$ cat src/rtl/csr_pkg.sv
package csr_pkg;

    typedef enum logic [1:0] {
        REG_STATUS = 2'd0,
        REG_MASK   = 2'd1,
        REG_LIVE   = 2'd2,
        REG_CTRL   = 2'd3
    } reg_kind_e;

    typedef enum logic {
        CLR_BY_W1   = 1'b0,
        CLR_BY_READ = 1'b1
    } clr_mode_e;

endpackage

$ cat src/rtl/csr_live_edge.sv
module csr_live_edge #(
    parameter int W = 8
) (
    input  logic         clk,
    input  logic         rst_n,
    input  logic [W-1:0] live_in,
    output logic [W-1:0] live_q,
    output logic [W-1:0] edge_o
);

    always_ff @(posedge clk or negedge rst_n) begin
        if (!rst_n) live_q <= '0;
        else        live_q <= live_in;
    end

    // Either direction of change counts as an event.
    assign edge_o = live_in ^ live_q;

endmodule

$ cat src/rtl/csr_status_word.sv
module csr_status_word #(
    parameter int W = 8
) (
    input  logic         clk,
    input  logic         rst_n,
    input  logic [W-1:0] edge_i,
    input  logic [W-1:0] clr_i,
    input  logic         mask_we,
    input  logic [W-1:0] mask_wd,
    output logic [W-1:0] status_o,
    output logic [W-1:0] mask_o
);

    // Set takes priority over clear so a coincident event survives.
    always_ff @(posedge clk or negedge rst_n) begin
        if (!rst_n) status_o <= '0;
        else        status_o <= (status_o & ~clr_i) | edge_i;
    end

    always_ff @(posedge clk or negedge rst_n) begin
        if (!rst_n)       mask_o <= '1;
        else if (mask_we) mask_o <= mask_wd;
    end

endmodule

$ cat src/rtl/csr_irq_merge.sv
module csr_irq_merge #(
    parameter int TOTAL = 16
) (
    input  logic             clk,
    input  logic             rst_n,
    input  logic [TOTAL-1:0] status_i,
    input  logic [TOTAL-1:0] mask_i,
    output logic             irq_o
);

    logic pending;
    assign pending = |(status_i & ~mask_i);

    always_ff @(posedge clk or negedge rst_n) begin
        if (!rst_n) irq_o <= 1'b0;
        else        irq_o <= pending;
    end

endmodule

$ cat src/rtl/csr_status_irq.sv
module csr_status_irq #(
    parameter int NUM_WORDS = 2,
    parameter int WORD_W    = 8,
    parameter int IDX_W     = (NUM_WORDS > 1) ? $clog2(NUM_WORDS) : 1,
    parameter int ADDR_W    = IDX_W + 2
) (
    input  logic                        clk,
    input  logic                        rst_n,
    input  logic [NUM_WORDS*WORD_W-1:0] live_in,
    input  logic                        rd_en,
    input  logic                        wr_en,
    input  logic [ADDR_W-1:0]           addr,
    input  logic [WORD_W-1:0]           wr_data,
    output logic [WORD_W-1:0]           rd_data,
    output logic                        irq
);
    import csr_pkg::*;

    localparam int TOTAL = NUM_WORDS * WORD_W;

    reg_kind_e         kind;
    logic [IDX_W-1:0]  idx;
    logic              in_range;
    clr_mode_e         mode_q;

    logic [TOTAL-1:0]  status_flat;
    logic [TOTAL-1:0]  mask_flat;
    logic [TOTAL-1:0]  live_flat;
    logic [TOTAL-1:0]  edge_flat;
    logic [WORD_W-1:0] rd_mux;

    assign kind     = reg_kind_e'(addr[1:0]);
    assign idx      = addr[ADDR_W-1:2];
    assign in_range = (32'(idx) < NUM_WORDS);

    always_ff @(posedge clk or negedge rst_n) begin
        if (!rst_n)
            mode_q <= CLR_BY_READ;
        else if (wr_en && in_range && kind == REG_CTRL)
            mode_q <= clr_mode_e'(wr_data[0]);
    end

    for (genvar w = 0; w < NUM_WORDS; w++) begin : g_word
        logic              sel;
        logic [WORD_W-1:0] clr;

        assign sel = in_range && (idx == IDX_W'(w)) && (kind == REG_STATUS);

        always_comb begin
            clr = '0;
            unique case (mode_q)
                CLR_BY_READ: if (rd_en && sel) clr = '1;
                CLR_BY_W1:   if (wr_en && sel) clr = wr_data;
            endcase
        end

        csr_live_edge #(.W(WORD_W)) u_edge (
            .clk     (clk),
            .rst_n   (rst_n),
            .live_in (live_in[w*WORD_W +: WORD_W]),
            .live_q  (live_flat[w*WORD_W +: WORD_W]),
            .edge_o  (edge_flat[w*WORD_W +: WORD_W])
        );

        csr_status_word #(.W(WORD_W)) u_word (
            .clk      (clk),
            .rst_n    (rst_n),
            .edge_i   (edge_flat[w*WORD_W +: WORD_W]),
            .clr_i    (clr),
            .mask_we  (wr_en && in_range && idx == IDX_W'(w) && kind == REG_MASK),
            .mask_wd  (wr_data),
            .status_o (status_flat[w*WORD_W +: WORD_W]),
            .mask_o   (mask_flat[w*WORD_W +: WORD_W])
        );
    end

    always_comb begin
        rd_mux = '0;
        for (int w = 0; w < NUM_WORDS; w++) begin
            if (in_range && idx == IDX_W'(w)) begin
                unique case (kind)
                    REG_STATUS: rd_mux = status_flat[w*WORD_W +: WORD_W];
                    REG_MASK:   rd_mux = mask_flat[w*WORD_W +: WORD_W];
                    REG_LIVE:   rd_mux = live_flat[w*WORD_W +: WORD_W];
                    REG_CTRL:   rd_mux = WORD_W'(mode_q);
                endcase
            end
        end
    end

    always_ff @(posedge clk or negedge rst_n) begin
        if (!rst_n)     rd_data <= '0;
        else if (rd_en) rd_data <= rd_mux;
    end

    csr_irq_merge #(.TOTAL(TOTAL)) u_irq (
        .clk      (clk),
        .rst_n    (rst_n),
        .status_i (status_flat),
        .mask_i   (mask_flat),
        .irq_o    (irq)
    );

endmodule

$ cat config.mk
export PLATFORM = sky130hd
export DESIGN_NAME = csr_status_irq
export DESIGN_NICKNAME = d
export VERILOG_FILES = /design/src/rtl/csr_pkg.sv /design/src/rtl/csr_live_edge.sv /design/src/rtl/csr_status_word.sv /design/src/rtl/csr_irq_merge.sv /design/src/rtl/csr_status_irq.sv
export SDC_FILE = /design/constraint.sdc
export NUM_CORES = 1
export LEC_CHECK = 0
export BUFFER_PORTS_ARGS = -buffer_cell sky130_fd_sc_hd__buf_4
export CORE_MARGIN = 1
export CORE_UTILIZATION = 55
export DETAILED_ROUTE_END_ITERATION = 6
export GPL_ROUTABILITY_DRIVEN = 0
export PLACE_DENSITY = 0.78
export SYNTH_ARGS = -nofsm -noshare
export SYNTH_HDL_FRONTEND = slang
export SYNTH_HIERARCHICAL = 1
export SYNTH_SLANG_ARGS = --single-unit
$ cat constraint.sdc
create_clock -name clk -period 1.9 [get_ports clk]
set_input_delay 0.19 -clock clk [delete_from_list [all_inputs] [get_ports clk]]
set_output_delay 0.19 -clock clk [all_outputs]
set_load 0.01 [all_outputs]
---- After elaboration in Yosys (flattened, before gate mapping) ----
Cells that the tools add are included.
operators by class
  mux-type cells .......................... 9
  eq/ne operators ......................... 3
  reduce and logical (&&, ||, !) cells .... 13
  bitwise logic cells ..................... 12
operator list
  kind                  count
  $pmux W8 S4           2
  $mux W8               5
  $pmux W8 S2           2
  $and A16 B16 Y16      1
  $and A8 B8 Y8         2
  $not A16 Y16          1
  $not A8 Y8            2
  $or A8 B8 Y8          2
  $reduce_or A16 Y1     1
  $xor A8 B8 Y8         2
  $logic_and A1 B1 Y1   11
  $eq A2 B2 Y1 const B  2
  $eq A2 B1 Y1 const B  1
  $logic_not A2 Y1      1
  $not A1 Y1            2
storage, ports and cells
  output and inout port bits .............. 9
  register bits after elaboration ......... 58
  logic and storage cells ................. 46
  input port bits ......................... 31

---- Logic depth before layout (Yosys ltp) ----
  depth in word-level cells ............... 8
  mapped depth ............................ 7
  depth with buffers taken out ............ 5

---- Cells and area by module ----
Netlist, hierarchy kept.
by module, submodules not included
  module           area each (um2)  cells each  times used  seq. area each (um2)
  csr_status_word  631.9            41          2           410.4
  csr_status_irq   1002.2           107         1           226.5
  csr_live_edge    270.3            16          2           200.2
  csr_irq_merge    203.9            22          1           25.0

---- Worst setup path after synthesis ----
Ideal clock, no wire load.
  kind .................................... register to register
  start ................................... register mode_q
  end ..................................... register g_word[0].u_word.status_o[0]
  required time ........................... 1.782 ns
  period minus slack after synthesis ...... 1.393 ns
  library setup time ...................... 0.118 ns
  data arrival time ....................... 1.275 ns
  path slack .............................. 0.507 ns
  path buffers ............................ 1
  cell stages (with the launch flop) ...... 6
  path through ............................ dfstp_2 clkbuf_1 nand4b_1 o21ai_1 inv_1 a21o_1
between the ends
  cells in the longest elaborated chain, start to end .. 5
ends and longest elaborated chain
  element                 RTL line               source
  from (decl)             csr_status_irq.sv:24   clr_mode_e mode_q;
  from (signal assigned)  csr_status_irq.sv:40   mode_q <= clr_mode_e'(wr_data[0]);
  $not A1 Y1              n/a
  $pmux W8 S2 *           csr_status_irq.sv:51   unique case (mode_q)
  net g_word[0].clr[0]    csr_status_irq.sv:45   logic [WORD_W-1:0] clr;
  $not A8 Y8 *            csr_status_word.sv:17  else status_o <= (status_o & ~clr_i) | edge_i;
  $and A8 B8 Y8 *         csr_status_word.sv:17
  $or A8 B8 Y8 *          csr_status_word.sv:17
  to (signal assigned)    csr_status_word.sv:17
  to (decl)               csr_status_word.sv:10  output logic [W-1:0] status_o,
Mark *: on every way through the listed nets, which the timed path passes. The rest lies on a longest branch.
A chain may end at the register's enable or synchronous reset.

---- Worst setup path after layout ----
  start ................................... register mode_q
  end ..................................... register g_word[1].u_word.status_o[7]
between the ends
  cells in the longest elaborated chain, start to end .. 5
ends and longest elaborated chain
  element               RTL line
  $not A1 Y1            n/a
  $pmux W8 S2 *         csr_status_irq.sv:51
  net g_word[1].clr[7]  csr_status_irq.sv:45
  $not A8 Y8 *          csr_status_word.sv:17
  $and A8 B8 Y8 *       csr_status_word.sv:17
  $or A8 B8 Y8 *        csr_status_word.sv:17
  to (signal assigned)  csr_status_word.sv:17
  to (decl)             csr_status_word.sv:10
Marked as above.

==> summary.md <==
| Metric | Value |
|---|---|
| H-tree Lvls | `3` |
| Final setup viols | `0` |
| DR pass1 iterations | `4` |
| Pwr Total | `3.22 mW` |
| Total GRT Usage | `24.8%` |
| Seq/Total Area, Yosys | `48.9%` |
| Post-CTS Setup Inserts | `0` |
| Hold Crit Class | `input port to flop` |
| Worst Max-Slew Pin Slew | `0.710 ns` |
| Post-synthesis net count | `274` |
| Post-CTS sizing | `0` |
| CP Max Fanout | `12` |
| HPWL after DPL | `4080 um` |
| Post-Syn Area per Cell | `12.4 um^2` |
| R2R Path Start | `mode_q` |
| Io pins | `40` |
| Required @ worst endpoint | `2.13 ns` |
| Crit path to | `g_word[1].u_word/status_o[7]` |
| Post-place setup slack | `0.280 ns` |
| Worst Path Buf+Inv | `1` |
| Final net count | `334` |
| Largest stage delay, worst path | `0.63 ns` |
| Max cap viols | `0` |
| Clock transition at path regs | `0.07 ns` |
| Count of state elements after synthesis | `58` |
| CP Launch Type | `flop` |
| Post-Route Utilization | `70.6%` |
| RSZ-0062 raised after global routing | `no` |
| Final worst slack | `0.325 ns` |
| CP top delay family | `flip-flops` |
| Flop2flop setup slack | `0.32 ns` |
| Worst VDD drop | `0.000565 V` |
| Die H | `76.0 um` |
| First-pass GRT wire length | `10700 um` |
| # DRC | `0` |
| Pins over their slew limit | `0` |
| CTS tree | `built` |
| Die ar. | `0.00577 mm^2` |
| Area Growth Syn to Fin | `22.0%` |
| WL/cell | `16.8 um` |
| CP startpoint | `mode_q` |
| Final hold viol count | `0` |
| Layout Skew | `0.00902 ns` |
| F_max | `635 MHz` |
| Final Non-Filler Cells | `378` |
| Via count | `2036` |
| CTS Buf Count | `9` |
| Skew-Pair Late Insertion Delay | `0.34 ns` |
| Final setup TNS | `0 ns` |
| Pwr per Cell Area | `876 mW/mm^2` |
| Placed Instances | `345` |
| CTS root buffer | `clkbuf_8` |
| Critical path depth | `4` |
| Core ar. | `0.00520 mm^2` |
| Leakage | `1.51 nW` |
| Vias in the first global route | `2118` |
| Starting Density | `57.8%` |
| Syn Inst Count | `243` |
| Critical path class | `flop to flop` |
| Crit-path cells | `nand4_1 -> o21ai_1 -> inv_1 -> a21o_1` |
| Period utilization | `82.9%` |
| Slew headroom | `52.6%` |
| Antenna cell count | `0` |
| FILL cells | `412` |
| Bufs on Longest Clock Path | `2` |
| Site row count | `26` |
| Number of buffers added on ports | `39` |
| Worst-case reg-to-reg path depth | `4` |
| Final Critical Period | `1.58 ns` |
| Status | `finished, final reports clean` |
| Pin count of the biggest net entering global routing | `59` |
| Multi-input gate area | `0.00137 mm^2` |
| Reg2Reg Capture Point | `g_word[1].u_word/status_o[7]` |
| FF/Latch Area | `0.00147 mm^2` |
| Mapped Area | `0.00301 mm^2` |
| DRT antenna net count | `0` |
| Final wirelength | `6360 um` |
| Worst path slowest cell | `dfstp_2` |
| Die width | `76.0 um` |
| Setup crit end kind | `flop` |
| Vias per cell | `5.39` |
| Cts hold-fix bufs | `17` |
| Grt ovf | `0` |
| Data arrival time of the worst path | `1.80 ns` |
| Share of layout cells above drive strength 1 | `39.6%` |
| Clk sink count | `58` |
| Yosys warns | `6` |
| Antenna violations before repair | `0` |
| 1st-iter DRT viols | `129` |
| Netlist cell types | `38` |
==> synth_stat cells (all sizes together) <==
| master | n | share of area (%) |
|---|---|---|
| nor2 | 9 | 1.4 |
| nand2 | 3 | 0.37 |
| a221oi | 14 | 5.1 |
| nand3 | 4 | 0.67 |
| xor2 | 16 | 4.7 |
| and2 | 1 | 0.21 |
| a32oi | 1 | 0.29 |
| nand2b | 10 | 2.1 |
| dfrtp | 41 | 34 |
| nor3 | 7 | 1.8 |
| a2111oi | 4 | 2.0 |
| a21oi | 1 | 0.17 |
| a21o | 16 | 4.0 |
| nand4b | 1 | 0.29 |
| nor2b | 12 | 3.2 |
| and3 | 1 | 0.21 |
| nand4 | 2 | 0.42 |
| mux2 | 31 | 14 |
| clkbuf | 2 | 0.25 |
| buf | 7 | 2.6 |
| dfstp | 17 | 15 |
| and2b | 2 | 0.58 |
| mux2i | 2 | 0.67 |
| o21ai | 16 | 2.7 |
| o221a | 1 | 0.37 |
| inv | 21 | 2.6 |
| nand3b | 1 | 0.25 |
==> sequential cells by signal, summed over array words and instances, names as in the netlist <==
name                    count
mode_q                      1
g_word.u_word/mask_o       16
u_irq/irq_o                 1
rd_data                     8
g_word.u_edge/live_q       16
g_word.u_word/status_o     16
==> area by class of cell <==
class	count	area share (%)
Inverter	21	2.15
Multi-Input combinational cell	155	37.4
Timing Repair Buffer	58	13.0
Sequential cell	58	40.1
Clock buffer	12	4.22
Tap cell	70	2.38
Clock inverter	4	0.749
==> placed cells by master (no fill, tap or decap), drive strengths merged, types with 2 or more instances in the layout <==
cell type	count
inv	21
buf	41
clkinvlp	3
nor2b	12
o21ai	16
dfstp	17
nand2	3
nand4	2
nor2	9
nand2b	10
and2b	2
mux2	31
xor2	16
a21o	16
nor3	7
mux2i	2
clkbuf	12
a221oi	14
dfrtp	41
a2111oi	4
dlygate4sd3	17
nand3	4
==> layer usage <==
metal / vias to the layer above / global-route usage, % / routed length (um)
li1: 982 / - / -
met1: 994 / 30.1 / 2710
met2: 48 / 41.5 / 3200
met3: 12 / 8.98 / 325
met4: 0 / 7.12 / 130
met5: - / 0 / 0
==> logic make-up (layout without fill, tap and decap cells) <==
family | Yosys count | in the layout | synth area share (%)
flops | 58 | 58 | 48.9
compound gates | 53 | 53 | 14.6
simple gates | 53 | 53 | 11.5
mux | 33 | 33 | 14.9
buf+inv | 30 | 95 | 5.44
xor+xnor | 16 | 16 | 4.65
==> worst min path at each step <==
| stage | start | end | slack, ns | cells after the start |
|---|---|---|---|---|
| finish | wr_data[2] | g_word[1].u_word/mask_o[2] | 0.11 | 2 |
| CTS | wr_data[3] | g_word[0].u_word/mask_o[3] | 0.09 | 2 |
| global placement | rst_n | g_word[1].u_word/status_o[1] | 0.29 | 1 |
| floorplan | rst_n | g_word[0].u_edge/live_q[0] | -0.11 | 0 |
| detailed placement | rst_n | g_word[1].u_edge/live_q[0] | 0.29 | 1 |
| global route | wr_data[4] | g_word[1].u_word/mask_o[4] | 0.08 | 2 |
==> stage by stage <==
stage / cell area [um^2] / hold WS [ns]
floorplan: 3010 / -0.106
global placement: 3320 / 0.289
detailed placement: 3320 / 0.287
CTS: 3670 / 0.0909
global route: 3670 / 0.0831
finish: 3670 / 0.106
==> report_power, final <==
part | internal (mW) | switching [mW]
combinational | 0.365 | 0.264
sequential | 1.44 | 0.127
clock | 0.541 | 0.486
total | 2.34 | 0.876
==> worst reg2reg max path, stage by stage (launching register included) <==
cell	delay, ns
dfstp_2	0.63
nand4_1	0.38
o21ai_1	0.23
inv_1	0.06
a21o_1	0.17
No activity file was read; power rests on OpenSTA's default activity.
